File: src/rtl/ddr2_bank_sched.sv
module ddr2_bank_sched #(
  parameter int CLK_PS       = 2500,
  parameter int T_RCD_PS     = 12500,
  parameter int T_RP_PS      = 12500,
  parameter int T_RC_PS      = 57500,
  parameter int T_RAS_PS     = 40000,
  parameter int T_RAS_MAX_PS = 70000000,
  parameter int T_REFI_PS    = 7800000,
  parameter int T_RFC_PS     = 105000,
  parameter int ROW_W        = 13,
  parameter int COL_W        = 10,
  parameter int ADDR_W       = 14
) (
  input  logic              clk,
  input  logic              rst_n,
  input  logic              req_valid,
  input  logic              req_write,
  input  logic [1:0]        req_bank,
  input  logic [ROW_W-1:0]  req_row,
  input  logic [COL_W-1:0]  req_col,
  output logic              req_grant,
  output logic              cmd_cs_n,
  output logic              cmd_ras_n,
  output logic              cmd_cas_n,
  output logic              cmd_we_n,
  output logic [1:0]        cmd_ba,
  output logic [ADDR_W-1:0] cmd_addr
);

  function automatic int to_cyc(int ps);
    int c;
    c = (ps + CLK_PS - 1) / CLK_PS;
    return (c < 1) ? 1 : c;
  endfunction

  localparam int RCD_CYC    = to_cyc(T_RCD_PS);
  localparam int RP_CYC     = to_cyc(T_RP_PS);
  localparam int RC_CYC     = to_cyc(T_RC_PS);
  localparam int RAS_CYC    = to_cyc(T_RAS_PS);
  localparam int RASMAX_CYC = to_cyc(T_RAS_MAX_PS);
  localparam int REFI_CYC   = to_cyc(T_REFI_PS);
  localparam int RFC_CYC    = to_cyc(T_RFC_PS);
  localparam int RAS_GUARD  = 4;
  localparam int RAS_CLOSE  = RASMAX_CYC - RAS_GUARD;
  localparam int TW = $clog2(RCD_CYC + RP_CYC + RC_CYC + RAS_CYC + RFC_CYC + 1);
  localparam int AW = $clog2(RASMAX_CYC + 1);
  localparam int FW = $clog2(REFI_CYC + 1);

  typedef enum logic [2:0] {C_NONE, C_ACT, C_RD, C_WR, C_PRE, C_PREA, C_REF} cmd_e;

  logic [3:0]       open_q;
  logic [ROW_W-1:0] row_q [4];
  logic [TW-1:0]    rcd_q [4];
  logic [TW-1:0]    ras_q [4];
  logic [TW-1:0]    rc_q  [4];
  logic [TW-1:0]    rp_q  [4];
  logic [AW-1:0]    age_q [4];
  logic [TW-1:0]    rfc_q;
  logic [FW-1:0]    refi_q;
  logic             ref_pend;

  cmd_e       nxt;
  logic [1:0] nba;
  logic       force_pre;
  logic [1:0] force_ba;
  logic       ras_ok_all, rp_ok_all;

  always_comb begin
    force_pre  = 1'b0;
    force_ba   = 2'd0;
    ras_ok_all = 1'b1;
    rp_ok_all  = 1'b1;
    for (int b = 3; b >= 0; b--) begin
      if (open_q[b] && age_q[b] >= AW'(RAS_CLOSE)) begin
        force_pre = 1'b1;
        force_ba  = 2'(b);
      end
      if (open_q[b] && ras_q[b] != '0) ras_ok_all = 1'b0;
      if (rp_q[b] != '0) rp_ok_all = 1'b0;
    end
  end

  always_comb begin
    nxt = C_NONE;
    nba = req_bank;
    if (force_pre) begin
      nxt = C_PRE;
      nba = force_ba;
    end else if (ref_pend) begin
      if (|open_q) begin
        if (ras_ok_all) nxt = C_PREA;
      end else if (rp_ok_all && rfc_q == '0) begin
        nxt = C_REF;
      end
    end else if (req_valid) begin
      if (open_q[req_bank]) begin
        if (row_q[req_bank] == req_row) begin
          if (rcd_q[req_bank] == '0) nxt = req_write ? C_WR : C_RD;
        end else if (ras_q[req_bank] == '0) begin
          nxt = C_PRE;
        end
      end else if (rp_q[req_bank] == '0 && rc_q[req_bank] == '0 && rfc_q == '0) begin
        nxt = C_ACT;
      end
    end
  end

  logic [3:0]        enc;
  logic [ADDR_W-1:0] nxt_addr;

  always_comb begin
    nxt_addr = '0;
    unique case (nxt)
      C_ACT:   begin enc = 4'b0011; nxt_addr = ADDR_W'(req_row); end
      C_RD:    begin enc = 4'b0101; nxt_addr = ADDR_W'(req_col); end
      C_WR:    begin enc = 4'b0100; nxt_addr = ADDR_W'(req_col); end
      C_PRE:   enc = 4'b0010;
      C_PREA:  begin enc = 4'b0010; nxt_addr[10] = 1'b1; end
      C_REF:   enc = 4'b0001;
      default: enc = 4'b1111;
    endcase
  end

  always_ff @(posedge clk or negedge rst_n) begin
    if (!rst_n) begin
      open_q   <= '0;
      rfc_q    <= '0;
      refi_q   <= '0;
      ref_pend <= 1'b0;
      for (int b = 0; b < 4; b++) begin
        row_q[b] <= '0;
        rcd_q[b] <= '0;
        ras_q[b] <= '0;
        rc_q[b]  <= '0;
        rp_q[b]  <= '0;
        age_q[b] <= '0;
      end
      {cmd_cs_n, cmd_ras_n, cmd_cas_n, cmd_we_n} <= 4'b1111;
      cmd_ba    <= '0;
      cmd_addr  <= '0;
      req_grant <= 1'b0;
    end else begin
      for (int b = 0; b < 4; b++) begin
        if (rcd_q[b] != '0) rcd_q[b] <= rcd_q[b] - 1'b1;
        if (ras_q[b] != '0) ras_q[b] <= ras_q[b] - 1'b1;
        if (rc_q[b]  != '0) rc_q[b]  <= rc_q[b]  - 1'b1;
        if (rp_q[b]  != '0) rp_q[b]  <= rp_q[b]  - 1'b1;
        if (open_q[b] && age_q[b] != AW'(RASMAX_CYC)) age_q[b] <= age_q[b] + 1'b1;
      end
      if (rfc_q != '0) rfc_q <= rfc_q - 1'b1;

      case (nxt)
        C_ACT: begin
          open_q[nba] <= 1'b1;
          row_q[nba]  <= req_row;
          rcd_q[nba]  <= TW'(RCD_CYC - 1);
          ras_q[nba]  <= TW'(RAS_CYC - 1);
          rc_q[nba]   <= TW'(RC_CYC - 1);
          age_q[nba]  <= '0;
        end
        C_PRE: begin
          open_q[nba] <= 1'b0;
          rp_q[nba]   <= TW'(RP_CYC - 1);
        end
        C_PREA: begin
          open_q <= '0;
          for (int b = 0; b < 4; b++) rp_q[b] <= TW'(RP_CYC - 1);
        end
        C_REF: begin
          rfc_q    <= TW'(RFC_CYC - 1);
          ref_pend <= 1'b0;
        end
        default: ;
      endcase

      if (refi_q == FW'(REFI_CYC - 1)) begin
        refi_q   <= '0;
        ref_pend <= 1'b1;
      end else begin
        refi_q <= refi_q + 1'b1;
      end

      {cmd_cs_n, cmd_ras_n, cmd_cas_n, cmd_we_n} <= enc;
      cmd_ba    <= nba;
      cmd_addr  <= nxt_addr;
      req_grant <= (nxt == C_RD) || (nxt == C_WR);
    end
  end

endmodule

File: config.mk
export PLATFORM = sky130hd
export DESIGN_NAME = ddr2_bank_sched
export DESIGN_NICKNAME = d
export VERILOG_FILES = /design/src/rtl/ddr2_bank_sched.sv
export SDC_FILE = /design/constraint.sdc
export NUM_CORES = 1
export LEC_CHECK = 0
export BUFFER_PORTS_ARGS = -buffer_cell sky130_fd_sc_hd__buf_2
export CAP_MARGIN = 20
export CORE_MARGIN = 1
export CORE_UTILIZATION = 55
export CTS_CLUSTER_SIZE = 14
export DETAILED_ROUTE_END_ITERATION = 10
export GPL_TIMING_DRIVEN = 0
export HOLD_SLACK_MARGIN = 0.1
export PLACE_DENSITY = 0.77
export SLEW_MARGIN = 30
export SYNTH_ARGS = -nofsm -noshare
export SYNTH_HDL_FRONTEND = slang
export SYNTH_SLANG_ARGS = --single-unit
export TNS_END_PERCENT = 10
File: constraint.sdc
create_clock -name clk -period 4.05 [get_ports clk]
set_input_delay 0.6075 -clock clk [delete_from_list [all_inputs] [get_ports clk]]
set_output_delay 0.6075 -clock clk [all_outputs]
set_load 0.02 [all_outputs]
**Word level (Yosys, flattened, before mapping)**

Index checks and enable logic that the tools add are counted.

- Flip-flop bits (word level): 269
- Word-level logic and storage cells: 233

- Equality and inequality tests: 12
- Reductions and logical operators: 46
- Add/sub/neg operators: 22
- Magnitude comparators: 10
- Muxes and demuxes: 90
- Bitwise operators: 18

Operators by type and width:

| operator | count |
|---|---|
| two-way mux 7 bit | 27 |
| nonzero test 7 bit | 17 |
| subtractor 7 x 1 -> 7 bit (second input constant) | 17 |
| two-way mux 28 bit | 3 |
| two-way mux 15 bit | 5 |
| adder 15 x 1 -> 15 bit (second input constant) | 4 |
| AND 60 bit | 1 |
| >= comparator 15 bit (second input constant) | 4 |
| two-way mux 60 bit | 1 |
| inequality test 15 bit (second input constant) | 4 |
| inverter 60 bit | 1 |
| binary-select mux 7 bit (select 2 bit) | 4 |
| one-hot mux 28 bit (2 select lines) | 1 |
| bitwise mux 52 bit | 1 |
| AND 24 bit | 2 |
| two-way mux 13 bit | 3 |
| zero test 7 bit | 5 |
| demux 15 bit (select 2 bit) | 1 |
| two-way mux 3 bit | 9 |
| binary-select mux 13 bit (select 2 bit) | 1 |
| demux 13 bit (select 2 bit) | 1 |
| inverter 24 bit | 1 |
| one-hot mux 10 bit (2 select lines) | 1 |
| one-hot mux 4 bit (5 select lines) | 1 |
| other kinds (34) | 83 |

**Depth between registers and ports, before layout**

- Word-level depth: 15
- Depth in mapped cells: 13
- Mapped depth without buffers: 9

**Worst setup path after synthesis**

OpenSTA, ideal clock, no wires.

- Kind: input port to flip-flop
- From: input port req_bank[1]
- To: register row_q[48] (netlist name)
- Slack: 1.069 ns
- Arrival: 2.856 ns
- Cell stages on the path: 10
- Required time: 3.925 ns
- Path through: buf_6 > mux4_2 > nor4_1 > nand2b_1 > a21oi_1 > o311a_4 > and2_4 > buf_6 > buf_6 > mux2_4

- Cells in the longest elaborated chain, start to end: 13

RTL lines:

| element | line | RTL |
|---|---|---|
| start, declared | 18 | `input logic [1:0] req_bank,` |
| inverter 2 -> 3 bit (implied by the code) | n/a |  |
| binary-select mux 7 bit (select 2 bit) | 102 | `end else if (rp_q[req_bank] == '0 && rc_q[req_bank] == '0 && rfc_q == '0) begin` |
| two-way mux 7 bit (implied by the code) (2 in a row) | 102 |  |
| zero test 7 bit | 102 |  |
| logical AND 1 bit (2 in a row) | 102 |  |
| two-way mux 1 bit | 102 |  |
| two-way mux 3 bit | 96 | `if (open_q[req_bank]) begin` |
| two-way mux 3 bit | 95 | `end else if (req_valid) begin` |
| two-way mux 3 bit | 89 | `end else if (ref_pend) begin` |
| two-way mux 3 bit | 86 | `if (force_pre) begin` |
| == test 3 x 1 -> 1 bit | 152 | `case (nxt)` |
| end signal, assigned by index | 155 | `row_q[nba] <= req_row;` |
| end, declared | 52 | `logic [ROW_W-1:0] row_q [4];` |

Parallel ways exist; a longest one is shown, timed or not. The select of a mux whose other input is x is not followed.
A chain may end at the register's enable or synchronous reset.

**Worst setup path in the final report**

- From: register ras_q[7] (netlist name)
- To: register row_q[51] (netlist name)

- Cells in the longest elaborated chain, start to end: 11

RTL lines:

| element | line | RTL |
|---|---|---|
| start, declared | 54 | `logic [TW-1:0] ras_q [4];` |
| start signal, assigned by index | 157 | `ras_q[nba] <= TW'(RAS_CYC - 1);` |
| binary-select mux 7 bit (select 2 bit) | 99 | `end else if (ras_q[req_bank] == '0) begin` |
| two-way mux 7 bit (implied by the code) (2 in a row) | 99 |  |
| zero test 7 bit | 99 |  |
| two-way mux 3 bit | 99 |  |
| two-way mux 3 bit | 97 | `if (row_q[req_bank] == req_row) begin` |
| two-way mux 3 bit | 96 |  |
| two-way mux 3 bit | 95 |  |
| two-way mux 3 bit (*) | 89 |  |
| two-way mux 3 bit (*) | 86 |  |
| == test 3 x 1 -> 1 bit (*) | 152 |  |

Every way passes the cells marked *; elsewhere a longest branch is shown, timed or not. The select of a mux whose other input is x is not followed.

==> impl_results.md <==
* Synth Area in Compound Gates at 8.04%
* Post-synthesis cell area at 13800 sq um
* Die X-Extent at 160 um
* Post-synth top area cell: dfrtp_1
* Area share of the largest cell type after synthesis at 47.9%
* WL final at 29.9 mm
* Die area at 25700 sq um
* Post-Synth XOR/XNOR Area at 9.21%
* Largest net degree at the start of global routing at 81
* Antenna cells at 0
* Critical Path RT at 4470 ps
* Dpl hpwl at 20.7 mm
* CTS H-tree lvls at 1
* Post-Synth Adder-Cell Area at 3.18%
* CP Max Fanout at 10
* RSZ-0062 raised after global routing: no
* Max_slew headroom at 33.2%
* Fraction of final layout cells sized beyond drive strength 1 at 15.9%
* Dominant cells by area after synthesis: dfrtp_1, xnor2_1, xor2_1
* Initial Util at 56.4%
* Worst skew pair latency at 560 ps
* Largest family of logic cells by synthesized area: simple AND/OR/NAND/NOR gates
* First-pass GRT wire length at 49.4 mm
* FF/Latch Area at 6710 sq um
* CP Capture Type: flop
* Gr ovfl total at 0
* Hold Crit Depth at 2
* Startpoint types: flop
* Synthesized area per cell at 10.5 sq um
* Core box area at 24500 sq um
* PwrDens at 364 nW/um^2
* Multi-input gate area at 6580 sq um
* CTS tree: done
* Buffers on Ports at 47
* Synth Register Bits at 268
* Most common cell after layout, fill and taps aside: dfrtp_1
* Post-CTS Setup Inserts at 0
* Reg clk slew, reported paths at 60 ps
* Max-cap violations at 0
* FMAX at 258 MHz
* Setup TNS at 0 ps
* Pre-antenna DRT Iters at 5
* Worst hold margin at 267 ps
* End of the worst register-to-register path: row_q[51]
* Initial antenna violation count at 1
* Slew Viols, Final at 0
* Worst reg2reg path startpoint: ras_q[7]
* Hold Vio Cnt, Final at 0
* Mapped Nets at 1378
* Routed Antenna Nets at 0
* Asr flop ratio synth at 100%
* Number of warnings issued by yosys at 0
* Hold EP: cmd_addr[3]
* Post-layout minimum cycle time at 3880 ps
* Final period utilization at 95.9%
* Main synth FF type: dfrtp_1
* Num CTS Buffers at 29
* Critical Path AT at 4310 ps
* GP Congestion at 0.904
* Initial DRC count at 784
* R2R Setup Slk at 170 ps
* Clock Skews at 19.2 ps
* Root Buffer: clkbuf_16
* Layout fillers at 1898
* Critical path's slowest cell: o41ai_1
* All-Layer GR Usage at 23.5%
* Number of global-route vias before repair at 9846
* Num Clock Sinks at 268
* Top Ports at 50
* Post-synth EDFFs at 0
* Hold Crit Class: in2reg
* Peak supply drop at 0.388 mV
* Post-synthesis mux area share at 7.24%
* Wirelength per Cell at 17.2 um
* DRC viols at 0
* Sequential area share after synthesis at 48.7%
* Simple-gate share of the synthesized area at 19.9%
* CP peak stage delay at 800 ps
* Final nets at 1460
* Max clock buf depth at 3
* Leakage power total at 7.28 nW
* Status: completed
* Crit-path cells: inv_1 -> ha_1 -> or3b_2 -> o41ai_1 -> and4_1 -> and2_1 -> o311a_4 -> and2_4 -> buf_6 -> buf_6 -> mux2_4
* Worst hold path startpoint: req_col[3]
* Height of the die at 160 um
* Detailed-route via count at 10100
* Commonest cells after routing, fill and taps aside: dfrtp_1, nor2_1, nand2_1
* Mapped Cells at 1314
* Top cell by count, worst path: buf_6
* # setup viols final at 0
* Synthesis-to-layout area growth at 13.0%
* Worst Tran Pin Value at 992 ps
* Unique cell type count in the Yosys netlist at 77
* CP Class: reg2reg
* DR vias/cell at 5.80
* Row count at 57
* Reg2Reg Depth at 11
-- through the flow --
stage | cell area (sq um) | setup slack (ps) | utilization, % | std cells | power, W
6_report | 15600 | 167 | 63.7 | 1742 | 0.00567
5_1_grt | 15600 | 31.6 | 63.7 | 1742 | 0.00582
4_1_cts | 15600 | 241 | 63.7 | 1742 | 0.00571
3_5_place_dp | 14500 | -22.2 | 59.5 | 1688 | 0.00289
3_3_place_gp | 14400 | -2520 | 59.0 | 1685 | 0.00288
2_1_floorplan | 13800 | 1070 | - | 1314 | 0.00278
-- final cells by class --
class                      instances  share of cell area (%)
sequential                       268                    43.1
multi-input combinational        948                    42.2
clock buffer                      39                    5.28
tap                              324                    2.60
timing repair buffer              51                    2.17
buffer                            43                    1.98
clock inverter                    14                    1.34
inverter                          55                    1.32
-- how the worst max path moves through the flow --
stage                     start   endpoint  cells past startpoint
finish                 ras_q[7]  row_q[51]                     11
global route           ras_q[7]  row_q[38]                     11
CTS                    ras_q[7]  row_q[38]                     11
detailed placement  req_bank[0]   row_q[8]                     10
global placement          rst_n   rfc_q[3]                      1
floorplan           req_bank[1]  row_q[48]                     10
-- flip-flops by register name, indices dropped and copies added (netlist names), 7 cells and up --
register	count
age_q	60
cmd_addr	13
ras_q	28
rc_q	28
rcd_q	28
refi_q	12
rfc_q	7
row_q	52
rp_q	28
-- worst max-delay path, delay by kind of cell (launching register included) --
kind	cells	cell delay (ps)
buffers and inverters	3	440
DFF	1	420
AOI/OAI and AO/OA	2	1100
muxes	1	320
adders and majority gates	1	190
and+or+nand+nor	4	1280
-- routing by layer --
layer	share of wire (%)	vias to the layer above	track usage (%)
li1	-	4791	-
met1	45	5053	32.8
met4	3.0	0	7.62
met2	47	210	38.6
met5	0	-	0
met3	4.2	58	2.74
-- Yosys cell counts (all sizes together), types with 5 or more instances --
master  number
a211oi       6
a21oi       54
a22o        12
and2        15
and3        35
buf         32
clkbuf      11
dfrtp      264
ha          35
inv         55
mux2        54
mux2i        6
mux4        12
nand2      109
nand2b      10
nand3       49
nand3b       6
nand4       29
nor2       142
nor3        56
nor3b       11
nor4        19
o211ai       6
o21ai       27
o311a        5
o31a         6
o31ai       11
o41ai        7
or3         11
or3b         7
or4          7
xnor2       80
xor2        65
-- cells by family after synthesis --
kind of cell	count (synthesis)
adders and majority gates	35
and+or+nand+nor	533
muxes	72
AOI/OAI and AO/OA	162
other	1
buffers and inverters	98
DFF	268
xor gates and xnor gates	145
-- where the power goes --
group	switching (W)	internal (W)	total [W]
combinational	0.000113	0.0000455	0.000159
sequential	0.00000108	0.00268	0.00268
clock	0.00109	0.00174	0.00283
total	0.00120	0.00447	0.00567
-- repair_timing --
action | 4_1_cts | 5_1_grt
resized for setup | 0 | 0
hold buffers | 1 | 0
hold endpoints to repair | 58 | 0
No activity file was read; power rests on OpenSTA's default activity.
